`src/rtl/bitop_pkg.sv`:
```
package bitop_pkg;

   typedef enum logic [3:0] {
      OP_CLR    = 4'd0,
      OP_SET    = 4'd1,
      OP_CPL    = 4'd2,
      OP_AND    = 4'd3,
      OP_ANDN   = 4'd4,
      OP_OR     = 4'd5,
      OP_ORN    = 4'd6,
      OP_TOCY   = 4'd7,
      OP_FROMCY = 4'd8
   } bitop_e;

   localparam logic [3:0] OP_MAX = 4'd8;

   // true when the operation writes the addressed bit
   function automatic logic op_writes_bit(bitop_e o, logic oc);
      return ((o == OP_CLR || o == OP_SET || o == OP_CPL) && !oc) || (o == OP_FROMCY);
   endfunction

   // true when the operation touches the addressed bit at all
   function automatic logic op_uses_bus(bitop_e o, logic oc);
      return !((o == OP_CLR || o == OP_SET || o == OP_CPL) && oc);
   endfunction

   // true when the carry is the destination
   function automatic logic op_targets_carry(bitop_e o, logic oc);
      return !op_writes_bit(o, oc);
   endfunction

   function automatic int maxi(int a, int b);
      return (a > b) ? a : b;
   endfunction

endpackage

```
`src/rtl/bitop_latency.sv`:
```
module bitop_latency
   import bitop_pkg::*;
#(
   parameter int CNT_W         = 3,
   parameter int CY_STATES     = 1,
   parameter int RD_SHORT      = 1,
   parameter int RD_EXT_BIN    = 3,
   parameter int RD_EXT_SRC    = 2,
   parameter int WR_SHORT      = 2,
   parameter int WR_EXT_BIN    = 4,
   parameter int WR_EXT_SRC    = 3,
   parameter int PORT_RD_EXTRA = 1,
   parameter int PERI_RD_EXTRA = 2,
   parameter int PORT_WR_EXTRA = 2,
   parameter int PERI_WR_EXTRA = 3
) (
   input  logic             writer,
   input  logic             uses_bus,
   input  logic             ext,
   input  logic             src,
   input  logic [1:0]       rg,
   output logic [CNT_W-1:0] n_states
);

   localparam int N_RG = 4;

   logic [CNT_W-1:0] rd_add [N_RG];
   logic [CNT_W-1:0] wr_add [N_RG];
   logic [CNT_W-1:0] base;

   // region 0 adds nothing, region 1 is a port, regions 2 and 3 are peripherals
   for (genvar g = 0; g < N_RG; g++) begin : g_region
      localparam int RA = (g == 0) ? 0 : ((g == 1) ? PORT_RD_EXTRA : PERI_RD_EXTRA);
      localparam int WA = (g == 0) ? 0 : ((g == 1) ? PORT_WR_EXTRA : PERI_WR_EXTRA);
      assign rd_add[g] = CNT_W'(RA);
      assign wr_add[g] = CNT_W'(WA);
   end

   always_comb begin
      if (writer)
         base = ext ? (src ? CNT_W'(WR_EXT_SRC) : CNT_W'(WR_EXT_BIN)) : CNT_W'(WR_SHORT);
      else
         base = ext ? (src ? CNT_W'(RD_EXT_SRC) : CNT_W'(RD_EXT_BIN)) : CNT_W'(RD_SHORT);
      if (!uses_bus)
         n_states = CNT_W'(CY_STATES);
      else
         n_states = base + (writer ? wr_add[rg] : rd_add[rg]);
   end

endmodule

```
`src/rtl/bitop_alu.sv`:
```
module bitop_alu
   import bitop_pkg::*;
(
   input  bitop_e op,
   input  logic   on_carry,
   input  logic   cy,
   input  logic   bv,
   output logic   cy_nx,
   output logic   bit_nx
);

   logic dst_now;

   assign dst_now = on_carry ? cy : bv;

   always_comb begin
      cy_nx  = cy;
      bit_nx = bv;
      unique case (op)
         OP_CLR:    begin if (on_carry) cy_nx = 1'b0;     else bit_nx = 1'b0;     end
         OP_SET:    begin if (on_carry) cy_nx = 1'b1;     else bit_nx = 1'b1;     end
         OP_CPL:    begin if (on_carry) cy_nx = ~dst_now; else bit_nx = ~dst_now; end
         OP_AND:    cy_nx  = cy & bv;
         OP_ANDN:   cy_nx  = cy & ~bv;
         OP_OR:     cy_nx  = cy | bv;
         OP_ORN:    cy_nx  = cy | ~bv;
         OP_TOCY:   cy_nx  = bv;
         OP_FROMCY: bit_nx = cy;
         default:   begin cy_nx = cy; bit_nx = bv; end
      endcase
   end

endmodule

```
`src/rtl/bitop_seq.sv`:
```
module bitop_seq #(
   parameter int CNT_W = 3
) (
   input  logic             clk,
   input  logic             rst,
   input  logic             launch,
   input  logic [CNT_W-1:0] n_states,
   output logic             busy,
   output logic             first,
   output logic             last
);

   typedef enum logic {S_IDLE, S_RUN} seq_e;

   seq_e             st;
   logic [CNT_W-1:0] cnt;

   always_ff @(posedge clk) begin
      if (rst) begin
         st  <= S_IDLE;
         cnt <= '0;
      end else begin
         unique case (st)
            S_IDLE: if (launch) begin
               st  <= S_RUN;
               cnt <= CNT_W'(1);
            end
            S_RUN: if (cnt == n_states) begin
               st  <= S_IDLE;
               cnt <= '0;
            end else begin
               cnt <= cnt + CNT_W'(1);
            end
            default: st <= S_IDLE;
         endcase
      end
   end

   assign busy  = (st == S_RUN);
   assign first = busy && (cnt == CNT_W'(1));
   assign last  = busy && (cnt == n_states);

endmodule

```
`src/rtl/bitop_unit.sv`:
```
module bitop_unit
   import bitop_pkg::*;
#(
   parameter int ADDR_W        = 8,
   parameter int CY_STATES     = 1,
   parameter int RD_SHORT      = 1,
   parameter int RD_EXT_BIN    = 3,
   parameter int RD_EXT_SRC    = 2,
   parameter int WR_SHORT      = 2,
   parameter int WR_EXT_BIN    = 4,
   parameter int WR_EXT_SRC    = 3,
   parameter int PORT_RD_EXTRA = 1,
   parameter int PERI_RD_EXTRA = 2,
   parameter int PORT_WR_EXTRA = 2,
   parameter int PERI_WR_EXTRA = 3
) (
   input  logic              clk,
   input  logic              rst,
   input  logic              start,
   input  logic [3:0]        op,
   input  logic              on_carry,
   input  logic              ext_form,
   input  logic              src_mode,
   input  logic [1:0]        region,
   input  logic [ADDR_W-1:0] bit_addr,
   output logic [ADDR_W-1:0] bus_addr,
   output logic              bus_re,
   output logic              bus_we,
   output logic              bus_wdata,
   input  logic              bus_rdata,
   output logic              busy,
   output logic              done,
   output logic              carry
);

   localparam int RD_MAX = maxi(maxi(RD_EXT_BIN, RD_EXT_SRC), RD_SHORT)
                           + maxi(PORT_RD_EXTRA, PERI_RD_EXTRA);
   localparam int WR_MAX = maxi(maxi(WR_EXT_BIN, WR_EXT_SRC), WR_SHORT)
                           + maxi(PORT_WR_EXTRA, PERI_WR_EXTRA);
   localparam int MAX_ST = maxi(maxi(RD_MAX, WR_MAX), CY_STATES);
   localparam int CNT_W  = $clog2(MAX_ST + 1);

   // elaboration-time parameter checks
   if (ADDR_W < 1) begin : g_bad_addr
      $error("bitop_unit: ADDR_W must be at least 1");
   end
   if (CY_STATES < 1 || RD_SHORT < 1) begin : g_bad_min
      $error("bitop_unit: every operation needs at least one state");
   end
   if (WR_SHORT < 2 || WR_EXT_SRC < 2 || WR_EXT_BIN < 2) begin : g_bad_wr
      $error("bitop_unit: bit writes need a read state before the write state");
   end
   if (PORT_RD_EXTRA < 0 || PERI_RD_EXTRA < 0 || PORT_WR_EXTRA < 0 || PERI_WR_EXTRA < 0) begin : g_bad_extra
      $error("bitop_unit: region penalties must not be negative");
   end

   bitop_e            op_q;
   logic              oc_q, ext_q, src_q;
   logic [1:0]        rg_q;
   logic [ADDR_W-1:0] addr_q;
   logic              bval_q;
   logic              carry_q;

   logic              launch, first, last;
   logic              writer, uses_bus, to_carry;
   logic              bval, cy_nx, bit_nx;
   logic [CNT_W-1:0]  n_states;

   assign launch = start && !busy && (op <= OP_MAX);

   always_ff @(posedge clk) begin
      if (rst) begin
         op_q   <= OP_CLR;
         oc_q   <= 1'b0;
         ext_q  <= 1'b0;
         src_q  <= 1'b0;
         rg_q   <= '0;
         addr_q <= '0;
      end else if (launch) begin
         op_q   <= bitop_e'(op);
         oc_q   <= on_carry;
         ext_q  <= ext_form;
         src_q  <= src_mode;
         rg_q   <= region;
         addr_q <= bit_addr;
      end
   end

   assign writer   = op_writes_bit(op_q, oc_q);
   assign uses_bus = op_uses_bus(op_q, oc_q);
   assign to_carry = op_targets_carry(op_q, oc_q);

   bitop_latency #(
      .CNT_W(CNT_W), .CY_STATES(CY_STATES),
      .RD_SHORT(RD_SHORT), .RD_EXT_BIN(RD_EXT_BIN), .RD_EXT_SRC(RD_EXT_SRC),
      .WR_SHORT(WR_SHORT), .WR_EXT_BIN(WR_EXT_BIN), .WR_EXT_SRC(WR_EXT_SRC),
      .PORT_RD_EXTRA(PORT_RD_EXTRA), .PERI_RD_EXTRA(PERI_RD_EXTRA),
      .PORT_WR_EXTRA(PORT_WR_EXTRA), .PERI_WR_EXTRA(PERI_WR_EXTRA)
   ) u_lat (
      .writer(writer), .uses_bus(uses_bus), .ext(ext_q), .src(src_q),
      .rg(rg_q), .n_states(n_states)
   );

   bitop_seq #(.CNT_W(CNT_W)) u_seq (
      .clk(clk), .rst(rst), .launch(launch), .n_states(n_states),
      .busy(busy), .first(first), .last(last)
   );

   // the bit is sampled in the first state and reused by later states
   always_ff @(posedge clk) begin
      if (rst)                   bval_q <= 1'b0;
      else if (first && uses_bus) bval_q <= bus_rdata;
   end

   assign bval = first ? bus_rdata : bval_q;

   bitop_alu u_alu (
      .op(op_q), .on_carry(oc_q), .cy(carry_q), .bv(bval),
      .cy_nx(cy_nx), .bit_nx(bit_nx)
   );

   always_ff @(posedge clk) begin
      if (rst)                  carry_q <= 1'b0;
      else if (last && to_carry) carry_q <= cy_nx;
   end

   assign bus_addr  = addr_q;
   assign bus_re    = first && uses_bus;
   assign bus_we    = last && writer;
   assign bus_wdata = bit_nx;
   assign done      = last;
   assign carry     = carry_q;

endmodule

```
`config.mk`:
```
export PLATFORM = sky130hd
export DESIGN_NAME = bitop_unit
export DESIGN_NICKNAME = d
export VERILOG_FILES = /design/src/rtl/bitop_pkg.sv /design/src/rtl/bitop_latency.sv /design/src/rtl/bitop_alu.sv /design/src/rtl/bitop_seq.sv /design/src/rtl/bitop_unit.sv
export SDC_FILE = /design/constraint.sdc
export NUM_CORES = 1
export LEC_CHECK = 0
export BUFFER_PORTS_ARGS = -buffer_cell sky130_fd_sc_hd__buf_4
export CAP_MARGIN = 0
export CORE_MARGIN = 2
export CORE_UTILIZATION = 47
export CTS_BUF_LIST = sky130_fd_sc_hd__clkbuf_16
export DETAILED_ROUTE_END_ITERATION = 8
export PLACE_DENSITY = 0.83
export SYNTH_ARGS = -nofsm -noshare
export SYNTH_HDL_FRONTEND = slang
export SYNTH_HIERARCHICAL = 1
export SYNTH_SLANG_ARGS = --single-unit
export TNS_END_PERCENT = 1
```
`constraint.sdc`:
```
create_clock -name clk -period 3.6 [get_ports clk]
set_input_delay 0.18 -clock clk [delete_from_list [all_inputs] [get_ports clk]]
set_output_delay 0.18 -clock clk [all_outputs]
set_load 0.1 [all_outputs]
```
After elaboration in Yosys (flattened, before gate mapping):

Index checks and enable logic that the tools add are counted.

* output and inout port bits: 14
* input bits: 21
* logic and storage cells: 84
* register bits: 23

* multiplexer cells: 29
* bitwise operators: 8
* equal/unequal tests: 14
* add/sub/neg operators: 2
* $lt $le $gt $ge: 2
* reductions and logical operators: 19

Operator list (number)
* two-way mux 3 bit: 12
* == test 4 x 3 -> 1 bit, second input constant: 4
* binary-select mux 3 bit (select 2 bit): 2
* two-way mux 1 bit: 11
* logical AND 1 bit: 9
* == test 4 x 2 -> 1 bit, second input constant: 2
* inequality test 2 bit, second input constant: 4
* case mux 1 bit (8 select lines): 1
* nonzero test 8 bit: 1
* case mux 3 bit (2 select lines): 1
* AND reduction 5 bit: 1
* == test 4 x 1 -> 1 bit, second input constant: 1
* == test 4 bit, second input constant: 1
* less-or-equal comparator 4 bit, second input constant: 1
* logical NOT 1 bit: 4
* logical NOT 4 bit: 1
* case mux 1 bit (4 select lines): 1
* adder 3 x 1 -> 3 bit, second input constant: 1
* adder 3 bit: 1
* == test 3 x 1 -> 1 bit, second input constant: 1
* == test 3 bit: 1
* greater-or-equal comparator 3 bit, second input constant: 1
* logical OR 1 bit: 3
* NOT 1 bit: 3
* 4 further kinds: 6

Longest topological paths before layout:

* depth after elaboration: 12
* mapped depth: 14
* gate-level depth less buffers: 14

Modules after synthesis:

The synthesis kept the hierarchy.

Modules (own cells, without submodules)
* bitop_unit: cells each 96, area each 873.3 µm², times used 1, seq. area each 380.4 µm²
* bitop_seq: cells each 27, area each 242.7 µm², times used 1, seq. area each 80.1 µm²
* bitop_alu: cells each 21, area each 147.6 µm², times used 1, seq. area each 0.0 µm²
* bitop_latency: cells each 16, area each 118.9 µm², times used 1, seq. area each 0.0 µm²

Worst setup path before layout:

OpenSTA, ideal clock, no wires.

* kind: register to output
* start point: reg op_q[0]
* end point: out bus_we
* required time: 3.420 ns
* buffers on the path: 0
* stages on the path, launching flop included: 12
* setup slack: -1.944 ns
* arrival time: 5.364 ns
* cells stage by stage: dfxtp_1 or3b_2 a21oi_1 xor2_1 ha_1 inv_1 fa_1 or2b_1 mux2i_1 xor2_1 nor4_2 and2_1

* word-level cells in the longest chain between the ends: 11
* elaborated cells on any way between the ends: 16
* those cells by class: 1 x add/sub; 4 x eq/ne; 3 x mux; 8 x reduce/logical

RTL lines
* from (decl): RTL line bitop_unit.sv:57 `bitop_e op_q;`
* from (signal assigned): RTL line bitop_unit.sv:80 `op_q <= bitop_e'(op);`
* == test 4 x 1 -> 1 bit / logical NOT 4 bit (equally long branches): RTL line bitop_pkg.sv:19 `return ((o == OP_CLR || o == OP_SET || o == OP_CPL) && !oc) || (o == OP_FROMCY);`
* logical OR 1 bit (2 in series): RTL line bitop_pkg.sv:19
* logical AND 1 bit: RTL line bitop_pkg.sv:19
* logical OR 1 bit (*): RTL line bitop_pkg.sv:19
* named net writer: RTL line bitop_unit.sv:65 `logic writer, uses_bus, to_carry;`
* two-way mux 3 bit (on tied branches): RTL line bitop_latency.sv:40, bitop_latency.sv:47
* adder 3 bit (*): RTL line bitop_latency.sv:47 `n_states = base + (writer ? wr_add[rg] : rd_add[rg]);`
* two-way mux 3 bit (*): RTL line bitop_latency.sv:44 `if (!uses_bus)`
* named net n_states[2]: RTL line bitop_unit.sv:67 `logic [CNT_W-1:0] n_states;`
* == test 3 bit (*): RTL line bitop_seq.sv:41 `assign last = busy && (cnt == n_states);`
* logical AND 1 bit (*): RTL line bitop_seq.sv:41
* named net done: RTL line bitop_unit.sv:32 `output logic done,`
* logical AND 1 bit (*): RTL line bitop_unit.sv:129 `assign bus_we = last && writer;`
* to (decl): RTL line bitop_unit.sv:28 `output logic bus_we,`

Mark *: on every way through the listed nets, which the timed path passes. The rest lies on a longest branch.

Worst setup path after layout:

* start point: reg op_q[1]
* end point: out bus_we

* word-level cells in the longest chain between the ends: 11
* elaborated cells on any way between the ends: 16
* those cells by class: 1 x add/sub; 4 x eq/ne; 3 x mux; 8 x reduce/logical

RTL lines (RTL line)
* == test 4 x 1 -> 1 bit / logical NOT 4 bit (equally long branches): bitop_pkg.sv:19
* logical OR 1 bit (2 in series): bitop_pkg.sv:19
* logical AND 1 bit: bitop_pkg.sv:19
* logical OR 1 bit (*): bitop_pkg.sv:19
* named net writer: bitop_unit.sv:65
* two-way mux 3 bit (on tied branches): bitop_latency.sv:40, bitop_latency.sv:47
* adder 3 bit (*): bitop_latency.sv:47
* two-way mux 3 bit (*): bitop_latency.sv:44
* named net n_states[2]: bitop_unit.sv:67
* == test 3 bit (*): bitop_seq.sv:41
* logical AND 1 bit (*): bitop_seq.sv:41
* logical AND 1 bit (*): bitop_unit.sv:129

Marks and branches as above.

==> impl_metrics.json <==
{
  "required_ps": 3420,
  "antenna_found_initial": 0,
  "yosysUniqueCellTypes": 43,
  "whs_path_depth": 3,
  "cts_num_sinks": 23,
  "cts_hold_buf": 0,
  "p_comb_share_pct": 34.0,
  "synth_area_um2": 1380,
  "pin_count": 35,
  "p_clk_share_pct": 29.9,
  "path_buf_inv": 2,
  "htreeDepth": 1,
  "cpMostUsedCell": "xor2_1",
  "powerDensity_nw_per_um2": 437,
  "rr_worst_depth": 13,
  "vias_per_cell": 5.58,
  "core_um2": 2780,
  "die_y_um": 58.2,
  "drc": 0,
  "drive_above_1_share_pct": 32.4,
  "die_w_um": 58.2,
  "cp-start-kind": "flip-flop",
  "cp_top_family": "simple AND/OR/NAND/NOR gates",
  "slew_headroom_pct": 46.5,
  "num_vias": 1311,
  "cts_inserted_buffers": 3,
  "period_share_pct": 97.1,
  "firstDrtPassIters": 4,
  "crit_chain": "or3b_4 > a21oi_4 > xor2_1 > ha_2 > inv_1 > fa_2 > or2b_1 > mux2i_1 > xor2_1 > nor4_4 > and2_4 > buf_12",
  "grt_pass1_wl_um": 5430,
  "cts_root_buf": "clkbuf_16",
  "hold_viol": 0,
  "final_cell_area_um2": 1850,
  "criticalPathCategory": "reg2out",
  "yosysWarnings": 6,
  "finalNetCount": 230,
  "pwr-share-seq_pct": 36.1,
  "grt_usage_pct": 20.6,
  "skew_ps": 2.47,
  "critPathMaxFanout": 7,
  "rows": 19,
  "cp.arrival_ps": 3310,
  "n_fill_cell": 207,
  "fmax_mhz": 286,
  "grt-ovfl-total": 0,
  "yosys_most_used_dff": "dfxtp_1",
  "fp.dieArea_um2": 3390,
  "p_sw_share_pct": 36.0,
  "crit_path_max_incr_delay_ps": 410,
  "endpoint_kind": "output pin",
  "synth_fp_nets": 185,
  "setup_violations": 0,
  "cts_tree": "built",
  "gp_congestion": 0.834,
  "syn_avg_cell_area_um2": 8.64,
  "port_buffers": 34,
  "start_util_pct": 49.7,
  "synth-edff-count": 0,
  "grt_max_degree": 32,
  "ys_seq_elements": 23,
  "drv_slew": 0,
  "dp_hpwl_um": 2240,
  "yosysSeqAreaShare_pct": 33.3,
  "ir_drop_mv": 0.372,
  "cap_violations": 0,
  "wirelength_um": 3260,
  "wl_per_cell_um": 13.9,
  "postPlaceCellArea_um2": 1680,
  "grt_pass1_vias": 1220,
  "outcome": "complete, no violations",
  "leakagePower_nw": 0.790,
  "async_flop_share_pct": 0,
  "hp-class": "in2reg",
  "layout_min_cycle_time_ps": 3490,
  "drtAntennaViolNets": 0,
  "synthToLayoutAreaGrowth_pct": 33.7,
  "syn_inst": 160,
  "worstSkewPairLatency_ps": 260,
  "worst_pin_slew_ps": 802,
  "power_w": 0.000808,
  "cp_num_cells": 12,
  "cp_slowest_cell": "or3b_4",
  "p_int_w": 0.000517,
  "initialDrtViolationCount": 58,
  "cts.clk_slew.worst_paths_ps": 60,
  "switchingPower_w": 0.000291,
  "antenna_cells": 0,
  "clk_path_buf_depth": 2
}
## sequential cells by signal, indices dropped and copies added, names as in the netlist
| signal | count |
|---|---|
| oc_q | 1 |
| src_q | 1 |
| bval_q | 1 |
| carry | 1 |
| bus_addr | 8 |
| u_seq/busy | 1 |
| u_seq/cnt | 3 |
| ext_q | 1 |
| op_q | 4 |
| rg_q | 2 |
## layer usage
metal / wire length [µm] / up-vias / global-route usage, %
met4: 35 / 0 / 8.31
met3: 179 / 3 / 3.79
met2: 1620 / 44 / 36.9
met1: 1420 / 605 / 23.9
li1: - / 659 / -
met5: 0 / - / 0
## cell usage in the layout (no fill, tap or decap), types with 2 or more instances in the layout
| cell | count |
|---|---|
| nand3_1 | 3 |
| nand2_1 | 36 |
| nor3_1 | 3 |
| nand2b_1 | 3 |
| dfxtp_4 | 3 |
| clkbuf_16 | 3 |
| nor3b_1 | 2 |
| o21ai_0 | 3 |
| dfxtp_1 | 20 |
| inv_1 | 6 |
| a21oi_4 | 2 |
| a22oi_1 | 3 |
| xor2_1 | 5 |
| a211o_1 | 3 |
| a21oi_1 | 6 |
| o41ai_1 | 3 |
| or2b_1 | 2 |
| buf_4 | 43 |
| nor2_1 | 8 |
| ha_1 | 2 |
| mux2i_1 | 16 |
| nor4b_1 | 2 |
## kinds of logic after synthesis
family / share of synthesized area (%)
multiplexers: 12.4
flip-flops: 33.3
buffers and inverters: 4.98
adder cells (fa/ha/maj): 4.16
AND/OR/NAND/NOR: 26.4
AO/OA/AOI/OAI: 15.6
XOR/XNOR: 3.17
## worst paths after layout
path         slack, ps        start          end
min reg2reg        460       bval_q       bval_q
max reg2reg        330      op_q[1]        carry
min                170  bit_addr[7]  bus_addr[7]
max                110      op_q[1]       bus_we
## cell usage after synthesis, types with 2 or more instances
| cell type | number | area share, % |
|---|---|---|
| ha_1 | 3 | 2.7 |
| nor4_2 | 2 | 1.8 |
| a211o_1 | 3 | 1.9 |
| o21ai_0 | 4 | 1.4 |
| mux2i_1 | 16 | 12 |
| nand2_1 | 36 | 9.8 |
| nand2b_1 | 3 | 1.4 |
| a21oi_1 | 7 | 2.5 |
| nor3_1 | 3 | 1.1 |
| a22oi_1 | 3 | 1.6 |
| nor2_1 | 8 | 2.2 |
| dfxtp_1 | 23 | 33 |
| o41ai_1 | 3 | 1.9 |
| nor4b_1 | 2 | 1.3 |
| inv_1 | 6 | 1.6 |
| nor3b_1 | 2 | 1.1 |
| nand3_1 | 3 | 1.1 |
| or2b_1 | 2 | 1.1 |
| xor2_1 | 5 | 3.2 |
| clkbuf_1 | 3 | 0.81 |
## power groups by stage
stage          clock network [W]  logic (W)  registers [W]
6_report                0.000242   0.000275       0.000291
2_1_floorplan                  0   0.000152       0.000343
5_1_grt                 0.000258   0.000293       0.000294
3_3_place_gp                   0   0.000245       0.000297
3_5_place_dp                   0   0.000253       0.000299
4_1_cts                 0.000250   0.000261       0.000294
## final cells by class
cell class / instances / area (µm²) / share of cell area (%)
clock buffers: 3 / 75.1 / 4.06
clock inverters: 1 / 5.00 / 0.271
repair buffers: 45 / 348 / 18.8
flip-flops and latches: 23 / 472 / 25.5
well taps: 31 / 38.8 / 2.10
inverters: 7 / 26.3 / 1.42
multi-input cells: 125 / 883 / 47.8
## worst register-to-register path: cells and delay by family (launching register included)
| family | cells | cell delay, ps |
|---|---|---|
| XOR/XNOR | 2 | 340 |
| flip-flops | 1 | 370 |
| multiplexers | 1 | 200 |
| AO/OA/AOI/OAI | 3 | 560 |
| buffers and inverters | 2 | 150 |
| adder cells (fa/ha/maj) | 2 | 520 |
| AND/OR/NAND/NOR | 3 | 1020 |
## metrics by stage
| stage | setup TNS [ps] | util (%) | instances | setup slack [ps] | hold WS [ps] |
|---|---|---|---|---|---|
| after floorplan | -1730 | - | 160 | -485 | 239 |
| after global placement | 0 | 60.4 | 221 | 268 | 431 |
| after detailed placement | 0 | 60.4 | 221 | 107 | 441 |
| after CTS | 0 | 64.3 | 228 | 71.3 | 166 |
| after global routing | -1.07 | 66.4 | 235 | -1.07 | 176 |
| final | 0 | 66.4 | 235 | 106 | 171 |
## what timing repair did
item	CTS	global route
endpoints found under the setup margin	2	2
pin swaps	2	5
buffers inserted	3	7
hold endpoints to repair	0	0
gates cloned	0	0
gates resized for setup	2	3
(Power assumes the default switching activity.)
